### src/rtl/strx_pkg.sv
package strx_pkg;

    typedef enum logic [2:0] {
        OP_MOVE  = 3'd0,
        OP_CMP   = 3'd1,
        OP_SCAN  = 3'd2,
        OP_LOAD  = 3'd3,
        OP_STORE = 3'd4
    } str_op_e;

    typedef enum logic [1:0] {
        RP_NONE = 2'd0,
        RP_ALL  = 2'd1,
        RP_EQ   = 2'd2,
        RP_NE   = 2'd3
    } rep_e;

    typedef enum logic [2:0] {
        ST_IDLE,
        ST_CHECK,
        ST_ACCESS,
        ST_STEP,
        ST_DONE
    } st_e;

    typedef enum logic [1:0] {
        PH_SRC,
        PH_DRD,
        PH_DWR
    } ph_e;

    // Which memory phases and pointer updates an operation uses.
    typedef struct packed {
        logic rd_src;
        logic rd_dst;
        logic wr_dst;
        logic sets_zf;
        logic adv_si;
        logic adv_di;
    } op_use_t;

    function automatic op_use_t decode_op(input logic [2:0] code);
        op_use_t u;
        case (code)
            OP_CMP:   u = '{rd_src: 1'b1, rd_dst: 1'b1, wr_dst: 1'b0, sets_zf: 1'b1, adv_si: 1'b1, adv_di: 1'b1};
            OP_SCAN:  u = '{rd_src: 1'b0, rd_dst: 1'b1, wr_dst: 1'b0, sets_zf: 1'b1, adv_si: 1'b0, adv_di: 1'b1};
            OP_LOAD:  u = '{rd_src: 1'b1, rd_dst: 1'b0, wr_dst: 1'b0, sets_zf: 1'b0, adv_si: 1'b1, adv_di: 1'b0};
            OP_STORE: u = '{rd_src: 1'b0, rd_dst: 1'b0, wr_dst: 1'b1, sets_zf: 1'b0, adv_si: 1'b0, adv_di: 1'b1};
            default:  u = '{rd_src: 1'b1, rd_dst: 1'b0, wr_dst: 1'b1, sets_zf: 1'b0, adv_si: 1'b1, adv_di: 1'b1};
        endcase
        return u;
    endfunction

endpackage

### src/rtl/strx_ptr_step.sv
module strx_ptr_step #(
    parameter int OFF_W = 16
) (
    input  logic [OFF_W-1:0] ptr,
    input  logic             wide,
    input  logic             dir_down,
    output logic [OFF_W-1:0] nxt
);
    localparam logic [OFF_W-1:0] STEP_B = OFF_W'(1);
    localparam logic [OFF_W-1:0] STEP_W = OFF_W'(2);

    logic [OFF_W-1:0] delta;

    always_comb begin
        delta = wide ? STEP_W : STEP_B;
        nxt   = dir_down ? (ptr - delta) : (ptr + delta);
    end
endmodule

### src/rtl/strx_addr_gen.sv
module strx_addr_gen #(
    parameter int OFF_W     = 16,
    parameter int SEG_SHIFT = 4,
    parameter int ADDR_W    = OFF_W + SEG_SHIFT
) (
    input  logic [OFF_W-1:0]  seg,
    input  logic [OFF_W-1:0]  off,
    input  logic              byte_idx,
    output logic [ADDR_W-1:0] addr
);
    logic [OFF_W-1:0] off_b;

    always_comb begin
        off_b = off + OFF_W'(byte_idx);
        addr  = {seg, {SEG_SHIFT{1'b0}}} + {{SEG_SHIFT{1'b0}}, off_b};
    end
endmodule

### src/rtl/strx_term.sv
module strx_term
    import strx_pkg::*;
(
    input  rep_e rep,
    input  logic sets_zf,
    input  logic zf_new,
    output logic stop
);
    always_comb begin
        unique case (rep)
            RP_NONE: stop = 1'b1;
            RP_EQ:   stop = sets_zf && !zf_new;
            RP_NE:   stop = sets_zf && zf_new;
            default: stop = 1'b0;
        endcase
    end
endmodule

### src/rtl/strx_engine.sv
module strx_engine
    import strx_pkg::*;
#(
    parameter int OFF_W     = 16,
    parameter int SEG_SHIFT = 4,
    parameter int BYTE_W    = 8
) (
    input  logic                        clk,
    input  logic                        rst,
    input  logic                        start,
    input  logic [2:0]                  op_code,
    input  logic                        word_mode,
    input  logic [1:0]                  rep_mode,
    input  logic                        dir_down,
    input  logic                        zf_in,
    input  logic [OFF_W-1:0]            src_off_in,
    input  logic [OFF_W-1:0]            dst_off_in,
    input  logic [OFF_W-1:0]            count_in,
    input  logic [OFF_W-1:0]            src_seg_in,
    input  logic [OFF_W-1:0]            dst_seg_in,
    input  logic [2*BYTE_W-1:0]         acc_in,
    output logic                        busy,
    output logic                        done,
    output logic                        zf_out,
    output logic [OFF_W-1:0]            src_off,
    output logic [OFF_W-1:0]            dst_off,
    output logic [OFF_W-1:0]            count,
    output logic [2*BYTE_W-1:0]         acc_out,
    output logic                        mem_req,
    output logic                        mem_we,
    output logic [OFF_W+SEG_SHIFT-1:0]  mem_addr,
    output logic [BYTE_W-1:0]           mem_wdata,
    input  logic                        mem_ack,
    input  logic [BYTE_W-1:0]           mem_rdata
);
    localparam int ADDR_W = OFF_W + SEG_SHIFT;
    localparam int ACC_W  = 2 * BYTE_W;

    st_e              state;
    ph_e              ph;
    ph_e              first_ph;
    ph_e              nxt_ph;
    logic             ph_done;
    logic             idx;
    logic [2:0]       op_q;
    op_use_t          use_q;
    logic             wide_q;
    rep_e             rep_q;
    logic             df_q;
    logic             zf_q;
    logic [OFF_W-1:0] si_q, di_q, cx_q, ds_q, es_q;
    logic [ACC_W-1:0] acc_q, sbuf, dbuf;

    logic [OFF_W-1:0]  si_nxt, di_nxt;
    logic [ADDR_W-1:0] src_addr, dst_addr;
    logic [ACC_W-1:0]  wr_lane, cmp_a;
    logic              last, eq, zf_new, stop;

    strx_ptr_step #(.OFF_W(OFF_W)) u_si_step (
        .ptr(si_q), .wide(wide_q), .dir_down(df_q), .nxt(si_nxt));
    strx_ptr_step #(.OFF_W(OFF_W)) u_di_step (
        .ptr(di_q), .wide(wide_q), .dir_down(df_q), .nxt(di_nxt));

    strx_addr_gen #(.OFF_W(OFF_W), .SEG_SHIFT(SEG_SHIFT), .ADDR_W(ADDR_W)) u_src_addr (
        .seg(ds_q), .off(si_q), .byte_idx(idx), .addr(src_addr));
    strx_addr_gen #(.OFF_W(OFF_W), .SEG_SHIFT(SEG_SHIFT), .ADDR_W(ADDR_W)) u_dst_addr (
        .seg(es_q), .off(di_q), .byte_idx(idx), .addr(dst_addr));

    strx_term u_term (
        .rep(rep_q), .sets_zf(use_q.sets_zf), .zf_new(zf_new), .stop(stop));

    // Phase sequencing inside one element.
    always_comb begin
        if (use_q.rd_src)      first_ph = PH_SRC;
        else if (use_q.rd_dst) first_ph = PH_DRD;
        else                   first_ph = PH_DWR;

        nxt_ph  = ph;
        ph_done = 1'b1;
        if (ph == PH_SRC) begin
            if (use_q.rd_dst) begin
                nxt_ph  = PH_DRD;
                ph_done = 1'b0;
            end else if (use_q.wr_dst) begin
                nxt_ph  = PH_DWR;
                ph_done = 1'b0;
            end
        end
    end

    // Datapath: write lane, element comparison.
    always_comb begin
        last      = (idx == wide_q);
        wr_lane   = (op_q == OP_STORE) ? acc_q : sbuf;
        mem_wdata = idx ? wr_lane[ACC_W-1:BYTE_W] : wr_lane[BYTE_W-1:0];
        cmp_a     = (op_q == OP_SCAN) ? acc_q : sbuf;
        eq        = wide_q ? (cmp_a == dbuf)
                           : (cmp_a[BYTE_W-1:0] == dbuf[BYTE_W-1:0]);
        zf_new    = use_q.sets_zf ? eq : zf_q;
    end

    always_ff @(posedge clk) begin
        if (rst) begin
            state  <= ST_IDLE;
            ph     <= PH_SRC;
            idx    <= 1'b0;
            op_q   <= 3'd0;
            use_q  <= '0;
            wide_q <= 1'b0;
            rep_q  <= RP_NONE;
            df_q   <= 1'b0;
            zf_q   <= 1'b0;
            si_q   <= '0;
            di_q   <= '0;
            cx_q   <= '0;
            ds_q   <= '0;
            es_q   <= '0;
            acc_q  <= '0;
            sbuf   <= '0;
            dbuf   <= '0;
        end else begin
            unique case (state)
                ST_IDLE: begin
                    if (start) begin
                        op_q   <= op_code;
                        use_q  <= decode_op(op_code);
                        wide_q <= word_mode;
                        rep_q  <= rep_e'(rep_mode);
                        df_q   <= dir_down;
                        zf_q   <= zf_in;
                        si_q   <= src_off_in;
                        di_q   <= dst_off_in;
                        cx_q   <= count_in;
                        ds_q   <= src_seg_in;
                        es_q   <= dst_seg_in;
                        acc_q  <= acc_in;
                        state  <= ST_CHECK;
                    end
                end
                ST_CHECK: begin
                    idx <= 1'b0;
                    ph  <= first_ph;
                    if (rep_q == RP_NONE) begin
                        state <= ST_ACCESS;
                    end else if (cx_q == '0) begin
                        state <= ST_DONE;
                    end else begin
                        cx_q  <= cx_q - OFF_W'(1);
                        state <= ST_ACCESS;
                    end
                end
                ST_ACCESS: begin
                    if (mem_ack) begin
                        if (ph == PH_SRC) begin
                            if (idx) sbuf[ACC_W-1:BYTE_W] <= mem_rdata;
                            else     sbuf[BYTE_W-1:0]     <= mem_rdata;
                        end
                        if (ph == PH_DRD) begin
                            if (idx) dbuf[ACC_W-1:BYTE_W] <= mem_rdata;
                            else     dbuf[BYTE_W-1:0]     <= mem_rdata;
                        end
                        if (last) begin
                            idx <= 1'b0;
                            ph  <= nxt_ph;
                            if (ph_done) state <= ST_STEP;
                        end else begin
                            idx <= 1'b1;
                        end
                    end
                end
                ST_STEP: begin
                    zf_q <= zf_new;
                    if (op_q == OP_LOAD) begin
                        if (wide_q) acc_q <= sbuf;
                        else        acc_q[BYTE_W-1:0] <= sbuf[BYTE_W-1:0];
                    end
                    if (use_q.adv_si) si_q <= si_nxt;
                    if (use_q.adv_di) di_q <= di_nxt;
                    state <= stop ? ST_DONE : ST_CHECK;
                end
                ST_DONE: state <= ST_IDLE;
                default: state <= ST_IDLE;
            endcase
        end
    end

    always_comb begin
        busy     = (state != ST_IDLE);
        done     = (state == ST_DONE);
        mem_req  = (state == ST_ACCESS);
        mem_we   = mem_req && (ph == PH_DWR);
        mem_addr = (ph == PH_SRC) ? src_addr : dst_addr;
        zf_out   = zf_q;
        src_off  = si_q;
        dst_off  = di_q;
        count    = cx_q;
        acc_out  = acc_q;
    end
endmodule

### config.mk
export PLATFORM = sky130hd
export DESIGN_NAME = strx_engine
export DESIGN_NICKNAME = d
export VERILOG_FILES = /design/src/rtl/strx_pkg.sv /design/src/rtl/strx_ptr_step.sv /design/src/rtl/strx_addr_gen.sv /design/src/rtl/strx_term.sv /design/src/rtl/strx_engine.sv
export SDC_FILE = /design/constraint.sdc
export NUM_CORES = 1
export LEC_CHECK = 0
export BUFFER_PORTS_ARGS = -buffer_cell sky130_fd_sc_hd__buf_4
export CORE_ASPECT_RATIO = 1.75
export CORE_UTILIZATION = 51
export DETAILED_ROUTE_END_ITERATION = 16
export GPL_ROUTABILITY_DRIVEN = 0
export PLACE_DENSITY = 0.78
export SYNTH_ARGS = -nofsm -noshare
export SYNTH_HDL_FRONTEND = slang
export SYNTH_SLANG_ARGS = --single-unit
### constraint.sdc
create_clock -name clk -period 3.7 [get_ports clk]
set_input_delay 0.555 -clock clk [delete_from_list [all_inputs] [get_ports clk]]
set_output_delay 0.555 -clock clk [all_outputs]
set_load 0.005 [all_outputs]
==> results_dict.tcl <==
set metrics [dict create \
    cts_tree "yes" \
    min-delay-start "dst_seg_in[5]" \
    fin_cells 1795 \
    port_buffers 212 \
    crit_slowest_cell "or4_4" \
    crit_chain "ha_4, ha_4, nand3_2, or4_4, nor2_4, xor2_1, ha_1, a21o_1, a21oi_2, nor2b_1, o31ai_1, buf_4, a21oi_2, mux2i_1, o211ai_1, buf_4" \
    vias 10800 \
    r2r_start "wide_q$_SDFFE_PP0P_" \
    status "finished with violations" \
    worst_ir_drop_vdd_uv 372 \
    critical_path_arrival_ns 3.70 \
    final_area_um2 13100 \
    synth_nets 1479 \
    cts.clk_slew.worst_paths_ns 0.06 \
    cap_violations 0 \
    post-route-period-util_pct 115 \
    ff_latch_area_um2 2930 \
    io_pins 213 \
    vias_per_cell 5.99 \
    grt_overflow 0 \
    relSlewSlack_pct 31.2 \
    n_antenna_cell 0 \
    hold_depth 3 \
    drive_gt1_share_pct 26.5 \
    required_ns 3.14 \
    leakage_uw 0.00574 \
    fp.dieH_um 187 \
    finalCriticalPeriod_ns 4.26 \
    grtUsageTotal_pct 32.4 \
    fillerInstances 1563 \
    timing.rr.end "src_off[14]$_SDFFE_PP0P_" \
    grt_max_degree 70 \
    final_nets 1720 \
    hp-class "in2reg" \
    rows 67 \
    slew_viol_final 0 \
    antenna_found_initial 0 \
    synth_cells 1300 \
    setup_violations 11 \
    drc_errors 0 \
    cts_max_level 4 \
    clk_latency_ns 0.44 \
    drt_first_pass_iters 7 \
    core_um2 19100 \
    cp_slowest_stage_delay_ns 0.58 \
    violations "setup timing" \
    layout_setup_ws_ns -0.558 \
    start_kind "flop" \
    avgSynthCellArea_um2 7.66 \
    ant_nets 0 \
    power-per-cell-area_nw_per_um2 518 \
    ys_types 74 \
    cts.path.max_buffers 2 \
    ys_seq_elements 146 \
    wl_um 33200 \
    rsz0062_at_grt "yes" \
    placed_cell_area_um2 12000 \
    yosysSeqAreaShare_pct 29.4 \
    fin_setup_tns_ns -4.01 \
    initial_core_util_pct 52.1 \
    tightest_slew_ns 1.03 \
    reg2reg_depth 12 \
    drtIter0Drc 662 \
    hold-path-endpoint "es_q[5]$_SDFFE_PP0P_" \
    wl_per_cell_um 18.5 \
    ys.flop_type "dfxtp_1" \
    grt_pass1_wl_um 51400 \
    crit_type "reg2out" \
    multi_input_area_um2 7000 \
    reg2reg_slack_ns 0.45 \
    skew_ns 0.00848 \
    final_util_pct 68.7 \
    worst-path-max-fanout 3 \
    dp.cells 1742 \
    hold_viol_final 0 \
    root_buffer "clkbuf_16" \
    cts_buffers 17 \
    hpwl_um 23600 \
    grt_pass1_vias 10500 \
    synth_enable_flop_cells 0 \
    area_growth_pct 31.8 \
    async_flop_share_pct 0 \
    die_area_um2 20100 \
    endpoint_kind "primary output" \
    die_w_um 108 \
    synth_area_um2 9950 \
    power_uw 6800 \
    max_freq_mhz 235 \
    cts_sinks 146 \
    yosysWarnings 0 \
]
-- worst max path at each step --
| stage | cells past startpoint | endpoint | from |
|---|---|---|---|
| floorplan | 15 | mem_addr[17] | dst_off[0]$_SDFFE_PP0P_ |
| global placement | 17 | mem_addr[17] | dst_off[0]$_SDFFE_PP0P_ |
| detailed placement | 16 | mem_addr[18] | idx$_SDFFE_PP0P_ |
| CTS | 16 | mem_addr[19] | idx$_SDFFE_PP0P_ |
| global route | 17 | mem_addr[12] | dst_off[0]$_SDFFE_PP0P_ |
| finish | 16 | mem_addr[19] | dst_off[0]$_SDFFE_PP0P_ |
-- synth_stat cells, types with 4 or more instances --
cell       number  area, um2
xnor2_1        58        508
nand2b_1       11       68.8
a22oi_1         9       67.6
nor2b_1        10       62.6
o32ai_1         5       43.8
o21bai_1        5       37.5
o211ai_1        4       30.0
and3_1          8       50.1
or3_1          16        100
o31ai_1         9       67.6
nand3_1        35        175
a2111oi_0       4       35.0
and2_1          7       43.8
nor3_1         37        185
nor2_1        132        495
or4_1           4       30.0
mux2i_1        40        400
a21oi_1       130        651
nand2_1       243        912
nand4_1         5       31.3
clkbuf_1       52        195
a21o_1         16        120
a31oi_1         6       37.5
o22ai_1         8       50.1
inv_1          35        131
xor2_1         19        166
o21ai_0        41        205
dfxtp_1       146       2920
a311oi_1       24        210
ha_1           59        738
o21a_1          8       60.1
fa_1            4       80.1
mux4_2          8        180
buf_1           6       22.5
a211oi_1       31        233
nor3b_1         4       30.0
-- critical path, delay by kind of cell, from the launching register on --
kind	cells	cell delay [ns]
DFF	1	0.37
AOI/OAI and AO/OA	5	0.74
xor gates and xnor gates	1	0.18
adders and majority gates	3	0.55
and+or+nand+nor	4	0.92
muxes	1	0.15
buffers and inverters	2	0.33
-- per-layer routing --
layer | global-route usage, % | vias up | part of all wire (%)
met2 | 59.7 | 460 | 53
met3 | 5.33 | 113 | 5.6
met4 | 20.0 | 0 | 5.3
li1 | - | 5117 | -
met1 | 33.2 | 5060 | 36
met5 | 0 | - | 0
-- through the flow --
stage / setup WS, ns / hold slack (ns)
final: -0.558 / 0.361
after global routing: -0.741 / 0.356
after CTS: -0.420 / 0.343
after detailed placement: -0.226 / 0.455
after global placement: -0.118 / 0.450
after floorplan: 0.141 / 0.441
-- report_power, final --
group | total (uW) | switching [uW] | internal (uW)
Sequential | 2100 | 294 | 1810
Clock | 1700 | 734 | 969
Combinational | 3000 | 1660 | 1340
-- kinds of logic (layout without fill, tap and decap cells) --
group	Yosys count	after routing	share of synthesized area, %
simple gates	531	531	23.6
compound gates	334	334	22.0
flops	146	146	29.4
buf+inv	100	354	4.10
xor+xnor	77	77	6.77
fa+ha+maj	63	63	8.22
mux	49	49	5.95
-- area by class of cell --
type | instances | area share (%)
timing repair buffer | 287 | 16.6
clock buffer | 19 | 3.45
inverter | 35 | 1.00
clock inverter | 13 | 0.953
tap | 241 | 2.30
sequential | 146 | 22.3
multi-input combinational | 1054 | 53.3
-- sequential cells by signal, summed over array words and instances, names as in the netlist --
signal   cells
sbuf        16
acc_out     16
state        3
dbuf        16
use_q        4
ds_q        16
src_off     16
zf_out       1
rep_q        2
df_q         1
ph           2
count       16
dst_off     16
op_q         3
es_q        16
idx          1
wide_q       1
-- timing repair --
item,in CTS,in global routing
pin swaps,40,35
setup buffers,9,13
hold buffers,0,0
endpoints found under the setup margin,12,11
cloned,0,0
resized for setup,67,21
-- layout by cell type (no fill, tap or decap), drive strengths merged, types with 6 or more instances in the layout --
master	instances
buf	287
nand2	243
dfxtp	146
nor2	132
a21oi	130
ha	59
xnor2	58
o21ai	43
mux2i	40
inv	39
nor3	39
nand3	35
a211oi	31
a311oi	25
xor2	19
clkbuf	19
or3	18
a21o	16
nand2b	11
nor2b	10
a22oi	9
o31ai	9
and3	9
o21a	8
o22ai	8
mux4	8
and2	7
a2111oi	7
a31oi	6
clkinv	6
(Power assumes the default switching activity.)
